`config.mk`:
```
export PLATFORM = sky130hd
export DESIGN_NAME = hvt_trap_ctl
export DESIGN_NICKNAME = d
export VERILOG_FILES = /design/src/rtl/hvt_pkg.sv /design/src/rtl/hvt_store.sv /design/src/rtl/hvt_view.sv /design/src/rtl/hvt_judge.sv /design/src/rtl/hvt_trap_ctl.sv
export SDC_FILE = /design/constraint.sdc
export NUM_CORES = 1
export LEC_CHECK = 0
export BUFFER_PORTS_ARGS = -buffer_cell sky130_fd_sc_hd__buf_2
export CORE_ASPECT_RATIO = 1.1
export CORE_UTILIZATION = 35
export CTS_CLUSTER_SIZE = 30
export DETAILED_ROUTE_END_ITERATION = 8
export GPL_ROUTABILITY_DRIVEN = 0
export PLACE_DENSITY = 0.85
export SYNTH_ARGS = -nofsm -noshare
export SYNTH_HDL_FRONTEND = slang
export SYNTH_SLANG_ARGS = --single-unit
```
`constraint.sdc`:
```
create_clock -name clk -period 3.15 [get_ports clk]
set_clock_uncertainty 0.15 [all_clocks]
set_input_delay 0.1575 -clock clk [delete_from_list [all_inputs] [get_ports clk]]
set_output_delay 0.1575 -clock clk [all_outputs]
set_load 0.01 [all_outputs]
```
`src/rtl/hvt_pkg.sv`:
```
package hvt_pkg;

   typedef enum logic [1:0] {
      LVL_APP = 2'd0,
      LVL_OS  = 2'd1,
      LVL_HYP = 2'd2,
      LVL_MON = 2'd3
   } hvt_lvl_e;

   typedef enum logic [1:0] {
      RES_ACR  = 2'd0,
      RES_FPA  = 2'd1,
      RES_FPB  = 2'd2,
      RES_SIMD = 2'd3
   } hvt_res_e;

   // one bit per writable trap control
   typedef struct packed {
      logic acr;
      logic simd;
      logic fpb;
      logic fpa;
   } hvt_traps_t;

   localparam int NUM_TRAPS = 4;

endpackage

```
`src/rtl/hvt_store.sv`:
```
module hvt_store
   import hvt_pkg::*;
#(
   parameter int DATA_W   = 32,
   parameter int BIT_ACR  = 31,
   parameter int BIT_SIMD = 15,
   parameter int BIT_FPB  = 11,
   parameter int BIT_FPA  = 10
) (
   input  logic              clk,
   input  logic              rst_n,
   input  logic              wr_go,
   input  logic [DATA_W-1:0] wdata,
   output hvt_traps_t        traps
);

   localparam int POS [NUM_TRAPS] = '{BIT_FPA, BIT_FPB, BIT_SIMD, BIT_ACR};

   logic [NUM_TRAPS-1:0] bit_q;

   for (genvar g = 0; g < NUM_TRAPS; g++) begin : g_bit
      always_ff @(posedge clk or negedge rst_n) begin
         if (!rst_n) begin
            bit_q[g] <= 1'b0;
         end else if (wr_go) begin
            bit_q[g] <= wdata[POS[g]];
         end
      end
   end

   assign traps = hvt_traps_t'(bit_q);

   logic unused_wbits;
   assign unused_wbits = ^wdata;

endmodule

```
`src/rtl/hvt_view.sv`:
```
module hvt_view
   import hvt_pkg::*;
#(
   parameter int                DATA_W   = 32,
   parameter int                BIT_ACR  = 31,
   parameter int                BIT_SIMD = 15,
   parameter int                BIT_FPB  = 11,
   parameter int                BIT_FPA  = 10,
   parameter logic [DATA_W-1:0] ONE_MASK = 32'h0000_33FF
) (
   input  logic              clk,
   input  logic              rst_n,
   input  logic              csr_en,
   input  logic              csr_we,
   input  logic [1:0]        csr_lvl,
   input  logic              csr_ns,
   input  logic              sec_fpa_en,
   input  logic              sec_fpb_en,
   input  logic              sec_simd_off,
   input  hvt_traps_t        traps,
   output hvt_traps_t        eff,
   output logic              wr_go,
   output logic [DATA_W-1:0] csr_rdata,
   output logic              csr_fault
);

   logic              permit;
   logic [DATA_W-1:0] rd_vec;
   logic [DATA_W-1:0] rdata_q;
   logic              fault_q;

   // only non-secure code at hypervisor level or above may touch the register
   assign permit = csr_ns && (hvt_lvl_e'(csr_lvl) inside {LVL_HYP, LVL_MON});
   assign wr_go  = csr_en && csr_we && permit;

   // non-secure view: secure-side denial forces the matching bit to one
   always_comb begin
      eff.acr  = traps.acr;
      eff.simd = traps.simd | sec_simd_off;
      eff.fpb  = traps.fpb  | ~sec_fpb_en;
      eff.fpa  = traps.fpa  | ~sec_fpa_en;
   end

   for (genvar b = 0; b < DATA_W; b++) begin : g_rd
      if (ONE_MASK[b]) begin : g_one
         assign rd_vec[b] = 1'b1;
      end else if (b == BIT_ACR) begin : g_acr
         assign rd_vec[b] = eff.acr;
      end else if (b == BIT_SIMD) begin : g_simd
         assign rd_vec[b] = eff.simd;
      end else if (b == BIT_FPB) begin : g_fpb
         assign rd_vec[b] = eff.fpb;
      end else if (b == BIT_FPA) begin : g_fpa
         assign rd_vec[b] = eff.fpa;
      end else begin : g_zero
         assign rd_vec[b] = 1'b0;
      end
   end

   always_ff @(posedge clk or negedge rst_n) begin
      if (!rst_n) begin
         rdata_q <= '0;
         fault_q <= 1'b0;
      end else begin
         rdata_q <= (csr_en && !csr_we && permit) ? rd_vec : '0;
         fault_q <= csr_en && !permit;
      end
   end

   assign csr_rdata = rdata_q;
   assign csr_fault = fault_q;

   // a denied access never returns data
   p_fault_no_data_r4 : assert property (@(posedge clk) disable iff (!rst_n)
      csr_fault |-> (csr_rdata == '0));

   // a fault answers a request made in the previous cycle
   p_fault_cause_r5 : assert property (@(posedge clk) disable iff (!rst_n)
      csr_fault |-> $past(csr_en));

   // fixed ones are always present in returned data
   p_rsvd_ones_r2 : assert property (@(posedge clk) disable iff (!rst_n)
      (csr_rdata != '0) |-> ((csr_rdata & ONE_MASK) == ONE_MASK));

   // a denied FP-A grant shows as a set bit
   p_forced_fpa_r3 : assert property (@(posedge clk) disable iff (!rst_n)
      ((csr_rdata != '0) && !$past(sec_fpa_en)) |-> csr_rdata[BIT_FPA]);

endmodule

```
`src/rtl/hvt_judge.sv`:
```
module hvt_judge
   import hvt_pkg::*;
(
   input  logic       clk,
   input  logic       rst_n,
   input  logic       q_valid,
   input  logic [1:0] q_lvl,
   input  logic       q_ns,
   input  logic [1:0] q_res,
   input  logic       q_os_ok,
   input  logic       sec_fpa_en,
   input  logic       sec_fpb_en,
   input  hvt_traps_t eff,
   output logic       q_allow,
   output logic       q_trap,
   output logic       q_undef
);

   hvt_lvl_e lvl;
   hvt_res_e res;
   logic     sec_deny;
   logic     trap_bit;
   logic     below_hyp;

   assign lvl       = hvt_lvl_e'(q_lvl);
   assign res       = hvt_res_e'(q_res);
   assign below_hyp = (lvl == LVL_APP) || (lvl == LVL_OS);

   always_comb begin
      unique case (res)
         RES_FPA:  begin sec_deny = ~sec_fpa_en;               trap_bit = eff.fpa; end
         RES_FPB:  begin sec_deny = ~sec_fpb_en;               trap_bit = eff.fpb; end
         RES_SIMD: begin sec_deny = ~(sec_fpa_en & sec_fpb_en);
                         trap_bit = eff.simd | (eff.fpa & eff.fpb); end
         default:  begin sec_deny = 1'b0;                      trap_bit = eff.acr; end
      endcase
   end

   always_comb begin
      q_allow = 1'b0;
      q_trap  = 1'b0;
      q_undef = 1'b0;
      if (!q_valid) begin
         q_allow = 1'b0;
      end else if (!q_ns || lvl == LVL_MON) begin
         q_allow = 1'b1;
      end else if (res == RES_ACR) begin
         if (lvl == LVL_APP)               q_undef = 1'b1;
         else if (lvl == LVL_OS && trap_bit) q_trap = 1'b1;
         else                              q_allow = 1'b1;
      end else if (sec_deny) begin
         q_undef = 1'b1;
      end else if (below_hyp && !q_os_ok) begin
         q_undef = 1'b1;
      end else if (trap_bit) begin
         if (below_hyp) q_trap  = 1'b1;
         else           q_undef = 1'b1;
      end else begin
         q_allow = 1'b1;
      end
   end

   // one verdict per valid query, none otherwise
   p_onehot_r13 : assert property (@(posedge clk) disable iff (!rst_n)
      q_valid |-> ($countones({q_allow, q_trap, q_undef}) == 1));
   p_idle_r13 : assert property (@(posedge clk) disable iff (!rst_n)
      !q_valid |-> ({q_allow, q_trap, q_undef} == 3'b000));

   // secure requesters and level 3 pass untouched
   p_secure_allow_r6 : assert property (@(posedge clk) disable iff (!rst_n)
      (q_valid && (!q_ns || q_lvl == 2'd3)) |-> q_allow);

   // the hypervisor itself is never trapped
   p_hyp_no_trap_r8 : assert property (@(posedge clk) disable iff (!rst_n)
      (q_valid && q_lvl == 2'd2) |-> !q_trap);

   // both FP trap bits catch SIMD use from lower levels
   p_both_fp_simd_r12 : assert property (@(posedge clk) disable iff (!rst_n)
      (q_valid && q_ns && q_lvl < 2'd2 && q_res == 2'd3 && q_os_ok &&
       sec_fpa_en && sec_fpb_en && eff.fpa && eff.fpb) |-> q_trap);

endmodule

```
`src/rtl/hvt_trap_ctl.sv`:
```
module hvt_trap_ctl
   import hvt_pkg::*;
#(
   parameter int                DATA_W   = 32,
   parameter int                BIT_ACR  = 31,
   parameter int                BIT_SIMD = 15,
   parameter int                BIT_FPB  = 11,
   parameter int                BIT_FPA  = 10,
   parameter logic [DATA_W-1:0] ONE_MASK = 32'h0000_33FF
) (
   input  logic              clk,
   input  logic              rst_n,
   input  logic              csr_en,
   input  logic              csr_we,
   input  logic [1:0]        csr_lvl,
   input  logic              csr_ns,
   input  logic [DATA_W-1:0] csr_wdata,
   output logic [DATA_W-1:0] csr_rdata,
   output logic              csr_fault,
   input  logic              sec_fpa_en,
   input  logic              sec_fpb_en,
   input  logic              sec_simd_off,
   input  logic              q_valid,
   input  logic [1:0]        q_lvl,
   input  logic              q_ns,
   input  logic [1:0]        q_res,
   input  logic              q_os_ok,
   output logic              q_allow,
   output logic              q_trap,
   output logic              q_undef
);

   localparam logic [DATA_W-1:0] ONE_BIT    = {{(DATA_W-1){1'b0}}, 1'b1};
   localparam logic [DATA_W-1:0] FIELD_MASK = (ONE_BIT << BIT_ACR) | (ONE_BIT << BIT_SIMD) |
                                              (ONE_BIT << BIT_FPB) | (ONE_BIT << BIT_FPA);

   if (BIT_ACR >= DATA_W || BIT_SIMD >= DATA_W || BIT_FPB >= DATA_W || BIT_FPA >= DATA_W) begin : g_bad_pos
      $error("trap field position outside the register");
   end
   if ($countones(FIELD_MASK) != NUM_TRAPS) begin : g_bad_dup
      $error("trap field positions overlap");
   end
   if ((FIELD_MASK & ONE_MASK) != '0) begin : g_bad_mask
      $error("fixed-one mask covers a trap field");
   end

   hvt_traps_t traps;
   hvt_traps_t eff;
   logic       wr_go;

   hvt_view #(
      .DATA_W(DATA_W), .BIT_ACR(BIT_ACR), .BIT_SIMD(BIT_SIMD),
      .BIT_FPB(BIT_FPB), .BIT_FPA(BIT_FPA), .ONE_MASK(ONE_MASK)
   ) u_view (
      .clk(clk), .rst_n(rst_n),
      .csr_en(csr_en), .csr_we(csr_we), .csr_lvl(csr_lvl), .csr_ns(csr_ns),
      .sec_fpa_en(sec_fpa_en), .sec_fpb_en(sec_fpb_en), .sec_simd_off(sec_simd_off),
      .traps(traps), .eff(eff), .wr_go(wr_go),
      .csr_rdata(csr_rdata), .csr_fault(csr_fault)
   );

   hvt_store #(
      .DATA_W(DATA_W), .BIT_ACR(BIT_ACR), .BIT_SIMD(BIT_SIMD),
      .BIT_FPB(BIT_FPB), .BIT_FPA(BIT_FPA)
   ) u_store (
      .clk(clk), .rst_n(rst_n), .wr_go(wr_go), .wdata(csr_wdata), .traps(traps)
   );

   hvt_judge u_judge (
      .clk(clk), .rst_n(rst_n),
      .q_valid(q_valid), .q_lvl(q_lvl), .q_ns(q_ns), .q_res(q_res), .q_os_ok(q_os_ok),
      .sec_fpa_en(sec_fpa_en), .sec_fpb_en(sec_fpb_en), .eff(eff),
      .q_allow(q_allow), .q_trap(q_trap), .q_undef(q_undef)
   );

   // a denied access leaves the stored bits untouched
   p_fault_no_change_r4 : assert property (@(posedge clk) disable iff (!rst_n)
      csr_fault |-> $stable(traps));

endmodule

```
# --- Word-level counts from Yosys, hierarchy flattened ---
# Index checks and enable logic that the tools add are counted.
# W data, S select, Z words.
op_classes:
  addsub: 0
  multipliers: 0
  n_div: 0
  n_lt_le_gt_ge: 0
  eq_ne: 7
  shifts: 0
  mux: 28
  bitwise_logic: 9
  n_reduce_logical: 17
op_table:
  columns: ["cell", "count"]
  rows:
  - ["$mux W32", 1]
  - ["$mux W1", 25]
  - ["$eq A2 B2 Y1 const B", 5]
  - ["$logic_and A1 B1 Y1", 8]
  - ["$pmux W1 S3", 2]
  - ["$eq A2 B1 Y1 const B", 2]
  - ["$logic_not A1 Y1", 4]
  - ["$logic_not A2 Y1", 2]
  - ["$or A1 B1 Y1", 4]
  - ["$not A1 Y1", 3]
  - ["$and A1 B1 Y1", 2]
  - ["$logic_or A1 B1 Y1", 2]
  - ["$reduce_bool A2 Y1", 1]
totals:
  ff_bits: 37
  latch_bits: 0
  ram_bits: 0
  rom_bits: 0
  out_inout_bits: 36
  wordCells: 67
  mem_count: 0

# --- Logic depth before layout (Yosys ltp) ---
# Gate-level depths: netlist (run 1).
depth:
  word_depth: 11
  depth_mapped: 4

# --- Modules after synthesis ---
# From an unflattened synthesis (run 1), not the netlist that was laid out.
hier_totals:
  cells_unflattened: 82
  hier_area_um2: 765.7
by_module_without_submodules:
  columns: ["module", "n_inst", "cells_per_inst", "area_per_inst_um2", "seq_area_each_um2"]
  rows:
  - ["hvt_view", 1, 48, 447.9, 150.1]
  - ["hvt_judge", 1, 26, 172.7, 0.0]
  - ["hvt_store", 1, 8, 145.1, 100.1]

# --- Worst setup path after synthesis (run 1) ---
# OpenSTA, ideal clock, no wires.
synth_path:
  path_type: "register to output"
  start: "register u_store.bit_q[1], in the netlist u_store.traps[1]"
  end: "output q_undef"
  t_arrival_ns: 1.432
  path_slack_ns: 1.410
  path_stages_with_launch: 5
  cell_sequence: "dfrtp_1 -> and2b_1 -> a32o_2 -> or4b_1 -> a21oi_1"
synth_between:
  elab_chain_cells: 10
synth_rtl:
  columns: ["element", "line", "rtl"]
  rows:
  - ["start, declared", "hvt_store.sv:19", "logic [NUM_TRAPS-1:0] bit_q;"]
  - ["start signal, assigned by index", "hvt_store.sv:26", "bit_q[g] <= wdata[POS[g]];"]
  - ["$or A1 B1 Y1 *", "hvt_view.sv:40", "eff.fpb = traps.fpb | ~sec_fpb_en;"]
  - ["$and A1 B1 Y1", "hvt_judge.sv:34", "trap_bit = eff.simd | (eff.fpa & eff.fpb); end"]
  - ["$or A1 B1 Y1", "hvt_judge.sv:34", null]
  - ["$pmux W1 S3 *", "hvt_judge.sv:30", "unique case (res)"]
  - ["$mux W1 *", "hvt_judge.sv:55", "end else if (trap_bit) begin"]
  - ["$mux W1 *", "hvt_judge.sv:53", "end else if (below_hyp && !q_os_ok) begin"]
  - ["$mux W1 *", "hvt_judge.sv:51", "end else if (sec_deny) begin"]
  - ["$mux W1 *", "hvt_judge.sv:47", "end else if (res == RES_ACR) begin"]
  - ["$mux W1 *", "hvt_judge.sv:45", "end else if (!q_ns || lvl == LVL_MON) begin"]
  - ["$mux W1 *", "hvt_judge.sv:43", "if (!q_valid) begin"]
  - ["end, declared", "hvt_trap_ctl.sv:30", "output logic q_undef"]
# Every way passes the cells marked *; elsewhere a longest branch is shown, timed or not.

# --- Worst setup path after layout (run 1) ---
# Ends and elaborated chain as after synthesis.

==> results of run 1 <==
## sequential cells by signal (all words and copies together), names as in the netlist
signal            count
u_store.traps         4
u_view.csr_fault      1
u_view.csr_rdata      5
## cell type report
cell class | count | area, µm² | area share (%)
multi-input cells | 51 | 294 | 32.9
repair buffers | 46 | 265 | 29.7
flip-flops and latches | 10 | 250 | 28.0
clock buffers | 4 | 36.3 | 4.06
well taps | 27 | 33.8 | 3.78
inverters | 4 | 15.0 | 1.68
## Yosys cell counts (all sizes together), types with 2 or more instances
library cell	count	share of area, %
dfrtp	10	35
nor2	5	2.7
buf	27	29
mux2	4	6.4
o21ai	4	2.8
nand2	2	1.1
a21oi	2	1.4
and2	2	1.8
inv	4	2.1
o21a	2	2.1
## worst min-delay path: cells and delay by family
| family | cells | cell delay [ns] |
|---|---|---|
| buffers and inverters | 1 | 0.08 |
| and+or+nand+nor | 2 | 0.17 |
## logic make-up (layout without fill, tap and decap cells)
logic type / count (synthesis) / count (layout) / synth area share [%]
buffers and inverters: 31 / 54 / 30.8
and+or+nand+nor: 17 / 17 / 13.3
AOI/OAI and AO/OA: 14 / 14 / 13.5
DFF: 10 / 10 / 35.5
muxes: 4 / 4 / 6.38
other: 1 / 16 / 0.531
## routing by layer
metal  part of all wire (%)  global-route usage (%)  up-vias
met5                      0                       0        -
met4                    4.6                    9.09        0
met3                     10                    1.48       11
met2                     51                    29.9       67
met1                     34                    12.9      280
li1                       -                       -      298
## power groups by stage
stage                     combinational (mW)  clock, mW  sequential [mW]
after floorplan                       0.0616          0            0.153
after global placement                0.0710          0            0.153
after detailed placement              0.0745          0            0.155
after CTS                             0.0827      0.118            0.153
after global routing                  0.0916      0.124            0.154
final                                 0.0842      0.117            0.153
## path summary, 6_finish.rpt
path	startpoint	end	slack [ns]
worst max register to register	u_store.traps[0]$_DFFE_PN0P_	u_store.traps[0]$_DFFE_PN0P_	2.19
max in group asynchronous	rst_n	u_view.csr_rdata[15]$_DFF_PN0_	2.51
worst min register to register	u_store.traps[1]$_DFFE_PN0P_	u_store.traps[1]$_DFFE_PN0P_	0.38
worst max-delay path	u_store.traps[1]$_DFFE_PN0P_	q_undef	0.90
worst min-delay path	csr_we	u_view.csr_rdata[11]$_DFF_PN0_	0.03
min in group asynchronous	rst_n	u_store.traps[1]$_DFFE_PN0P_	0.15
==> impl_metrics.yaml, run 1 <==
timing:
  timing.final.ws_setup_ns: 0.902
  hold_viol_final: 0
  setup_viol: 0
  slew_violations: 0
  holdWs_ns: 0.0264
  period_needed_ns: 2.25
  layout_worst_path_cycle_share_pct: 71.4
  max_freq_ghz: 0.445
  finalSetupTns_ns: 0
  rsz0062_at_grt: "no"
pwr:
  p_clk_share_pct: 33.1
  vdd_drop_max_mv: 0.282
  power.net_switching_uw: 102
  comb_power_share_pct: 23.8
  p_sw_share_pct: 28.7
  finalPower_uw: 354
  p_int_uw: 253
  p_leak_nw: 0.524
  p_seq_share_pct: 43.2
  power_density_mw_per_mm2: 396
grt:
  grt_pass1_vias: 592
  antenna_found_initial: 0
  grt_max_degree: 13
  grt.overflow.total: 0
  track_usage_pct: 14.9
  grt_first_pass_wirelength_mm: 2.36
route:
  drc: 0
  wirelength_mm: 1.62
  drtIter0Drc: 21
  drtPass1Iterations: 4
  via_per_inst: 4.62
  num_vias: 656
  wl_per_cell_um: 11.4
  postRouteAntennaNets: 0
synth:
  ys_types: 26
  netlist_area_um2: 706
  synth-edff-count: 0
  synthCells: 77
  ys_warn_count: 0
  ys_ff_latch: 10
  synthArstFlopShare_pct: 100
  synthFlopType: "dfrtp_1"
  syn_area_per_cell_um2: 9.16
  synth_seq_area_share_pct: 35.5
worst_setup_path:
  path_class: "reg -> out"
  end_kind: "primary output"
  crit_required_ns: 2.84
  slowest_delay_ns: 0.51
  path_cells: "and2b_1 -> a32o_2 -> or4b_1 -> a21oi_1 -> buf_2"
  cp_max_fo: 3
  ff2ff_path_depth: 1
  startpoint_type: "flop"
  path_buf_inv: 1
  arrival_ns: 1.94
  path_depth: 5
  critical-path-slowest-cell: "or4b_1"
  critPathTopFamily: "simple AND/OR/NAND/NOR gates"
cells_and_area:
  synthToLayoutAreaGrowth_pct: 26.8
  final_cell_mix: "buf_2, conb_1, dfrtp_1"
  fin_util_pct: 48.6
  fill_cells: 172
  layout_commonest_cell: "buf_2"
  antenna_cells: 0
  layout.nets: 165
  final_layout_size_suffix_gt1_share_pct: 42.6
  final_cell_area_um2: 895
  post_layout_nonfiller_instances: 142
clock_network:
  ctsLongestPathBuffers: 2
  cts_tree: "done"
  cts_setup_buffers: 0
  cts_resized: 0
  cts-root-buf: "clkbuf_4"
  clk_pin_slew_ns: 0.07
  hold_buffers: 7
  insertion_delay_ns: 0.27
  h-tree-depth: 1
  cts.sinks: 10
  cts_made_buffers: 3
min_path:
  holdCritPathClass: "in -> reg"
  min_path_cells: 3
outcome:
  status: "finished clean"
floorplan:
  core_area_mm2: 0.00184
  die_area_mm2: 0.00220
  die_h_um: 49.1
  rows: 16
  io_pins: 85
  start_util_pct: 38.3
  die_w_um: 44.8
placement:
  dpl.hpwl_mm: 1.12
  dp_cells: 131
  placed_area_um2: 788
  io_buffer_count: 39
  pre_cts_ws_ns: 1.27
run:
  maxCapViolCount: 0
Note: power is estimated with default switching activity, not from simulation.
==> run 2, diff against run 1 <==
--- a/config.mk
+++ b/config.mk
@@ -7,11 +7,11 @@
 export LEC_CHECK = 0
 export BUFFER_PORTS_ARGS = -buffer_cell sky130_fd_sc_hd__buf_2
 export CORE_ASPECT_RATIO = 1.1
-export CORE_UTILIZATION = 35
+export CORE_UTILIZATION = 32
 export CTS_CLUSTER_SIZE = 30
 export DETAILED_ROUTE_END_ITERATION = 8
 export GPL_ROUTABILITY_DRIVEN = 0
-export PLACE_DENSITY = 0.85
+export PLACE_DENSITY = 0.79
 export SYNTH_ARGS = -nofsm -noshare
 export SYNTH_HDL_FRONTEND = slang
 export SYNTH_SLANG_ARGS = --single-unit
==> constraint.sdc (replaced) <==
create_clock -name clk -period 2.3 [get_ports clk]
set_clock_uncertainty 0.15 [all_clocks]
set_input_delay 0.115 -clock clk [delete_from_list [all_inputs] [get_ports clk]]
set_output_delay 0.115 -clock clk [all_outputs]
set_load 0.01 [all_outputs]
==> run 2 against run 1 <==
Design area up 2.0%. Highest routed layer unchanged. Hold slack worse by 0.010 ns. Via count down 1.4%. Critical endpoint unchanged. Total power up 23%. Final cell count up 2.1%. Setup slack worse by 0.71 ns.
==> impl_metrics.yaml, run 2 (same netlist as run 1, synthesis figures left out) <==
clock_network:
  insertion_delay_ns: 0.26
  cts_made_buffers: 3
  cts-root-buf: "clkbuf_4"
  clk_pin_slew_ns: 0.05
  cts_setup_buffers: 0
  cts_resized: 0
  hold_buffers: 10
  h-tree-depth: 1
  ctsLongestPathBuffers: 2
  cts_tree: "done"
  cts.sinks: 10
cells_and_area:
  layout.nets: 168
  final_cell_mix: "buf_2, conb_1, dlygate4sd3_1, dfrtp_1, nor2_1"
  fill_cells: 200
  final_layout_size_suffix_gt1_share_pct: 41.0
  largest_register_ffs: 5
  layout_commonest_cell: "buf_2"
  ff_latch_area_um2: 250
  antenna_cells: 0
  synthToLayoutAreaGrowth_pct: 29.3
  multi_input_area_um2: 294
grt:
  grt_pass1_vias: 576
  grt_max_degree: 13
  track_usage_pct: 12.3
  grt.overflow.total: 0
  antenna_found_initial: 0
  grt_first_pass_wirelength_mm: 2.06
route:
  via_per_inst: 4.46
  drtIter0Drc: 7
  postRouteAntennaNets: 0
  wl_met3_um: 102
  drtPass1Iterations: 4
  wl_met1_um: 474
  route.met2.wl_um: 769
  wl_per_cell_um: 9.43
  drc: 0
  num_vias: 647
  wirelength_mm: 1.37
  dr.max_layer_used: "met4"
worst_setup_path:
  critical-path-slowest-cell: "dlygate4sd3_1"
  crit_required_ns: 2.04
  slowest_delay_ns: 0.53
  cp_max_fo: 3
  cp_common_cell: "buf_2"
  end_kind: "primary output"
  path_class: "in -> out"
  path_buf_inv: 3
  arrival_ns: 1.84
  critPathTopFamily: "buffers and inverters"
  path_cells: "dlygate4sd3_1 -> buf_2 -> o21ai_1 -> a32o_2 -> or4b_1 -> a21oi_1 -> buf_2"
  startpoint_type: "input pin"
  rrSetupSlack_ns: 0.92
pwr:
  power.net_switching_uw: 124
  comb_power_share_pct: 26.1
  p_leak_nw: 0.532
  vdd_drop_max_mv: 0.274
  p_seq_share_pct: 47.7
  p_int_uw: 313
  p_clk_share_pct: 26.2
  p_sw_share_pct: 28.5
  power_density_mw_per_mm2: 479
floorplan:
  io_pins: 85
  core_area_mm2: 0.00204
  die_w_um: 46.8
  die_h_um: 51.3
  die_area_mm2: 0.00240
  start_util_pct: 34.6
  rows: 17
placement:
  io_buffer_count: 39
  dpl.hpwl_mm: 1.03
  pre_cts_ws_ns: 0.524
timing:
  slew_violations: 0
  timing.final.ws_setup_ns: 0.193
  max_freq_ghz: 0.475
  layout_worst_path_cycle_share_pct: 91.6
  period_needed_ns: 2.11
  setup_viol: 0
  rsz0062_at_grt: "no"
  finalSetupTns_ns: 0
  hold_viol_final: 0
run:
  maxCapViolCount: 0
min_path:
  holdCritPathClass: "in -> reg"
outcome:
  status: "finished clean"
run 2: cell types whose count changed in the layout (fill, tap and decap cells not counted):
cell / delta
dlygate4sd3_1: +3
clkbuf_8: -1
run 2: power groups by stage:
stage | Sequential (mW) | Clock, mW | Combinational (mW)
2_1_floorplan | 0.209 | 0 | 0.0844
3_3_place_gp | 0.210 | 0 | 0.0972
3_5_place_dp | 0.211 | 0 | 0.101
4_1_cts | 0.208 | 0.120 | 0.113
5_1_grt | 0.211 | 0.127 | 0.129
6_report | 0.209 | 0.114 | 0.114
run 2: through the flow:
step / area [µm²] / total power, mW / hold WS [ns] / util, % / cells
after floorplan: 762 / 0.293 / -0.331 / - / 92
after global placement: 790 / 0.307 / -0.172 / 38.7 / 132
after detailed placement: 790 / 0.312 / -0.163 / 38.7 / 132
after global routing: 912 / 0.466 / 0.0125 / 44.7 / 145
after CTS: 912 / 0.441 / 0.00796 / 44.7 / 145
final: 912 / 0.437 / 0.0160 / 44.7 / 145
run 2: worst reg2reg max path: cells and delay by family (launching register included):
family	cells	cell delay (ns)
buffers and inverters	1	0.55
flip-flops	1	0.41
AND/OR/NAND/NOR	2	0.15
run 2: worst paths after layout:
kind	start	end	depth (start not counted)
worst max-delay path	sec_simd_off	q_undef	7
worst min-delay path	sec_fpb_en	u_view.csr_rdata[11]$_DFF_PN0_	3
worst max register to register	u_store.traps[2]$_DFFE_PN0P_	u_view.csr_rdata[15]$_DFF_PN0_	3
worst min register to register	u_store.traps[1]$_DFFE_PN0P_	u_store.traps[1]$_DFFE_PN0P_	1
max in group asynchronous	rst_n	u_view.csr_fault$_DFF_PN0_	2
min in group asynchronous	rst_n	u_store.traps[1]$_DFFE_PN0P_	2
run 2: per-layer routing:
| metal | vias to the layer above | global-route usage [%] |
|---|---|---|
| li1 | 301 | - |
| met1 | 300 | 10.9 |
| met2 | 44 | 23.1 |
| met3 | 2 | 1.41 |
| met4 | 0 | 9.52 |
| met5 | - | 0 |
run 2: cell type report:
class / count / area share (%)
Sequential cell: 10 / 27.4
Clock buffer: 3 / 2.47
Multi-Input combinational cell: 51 / 32.2
Tap cell: 28 / 3.84
Inverter: 4 / 1.65
Timing Repair Buffer: 49 / 32.4
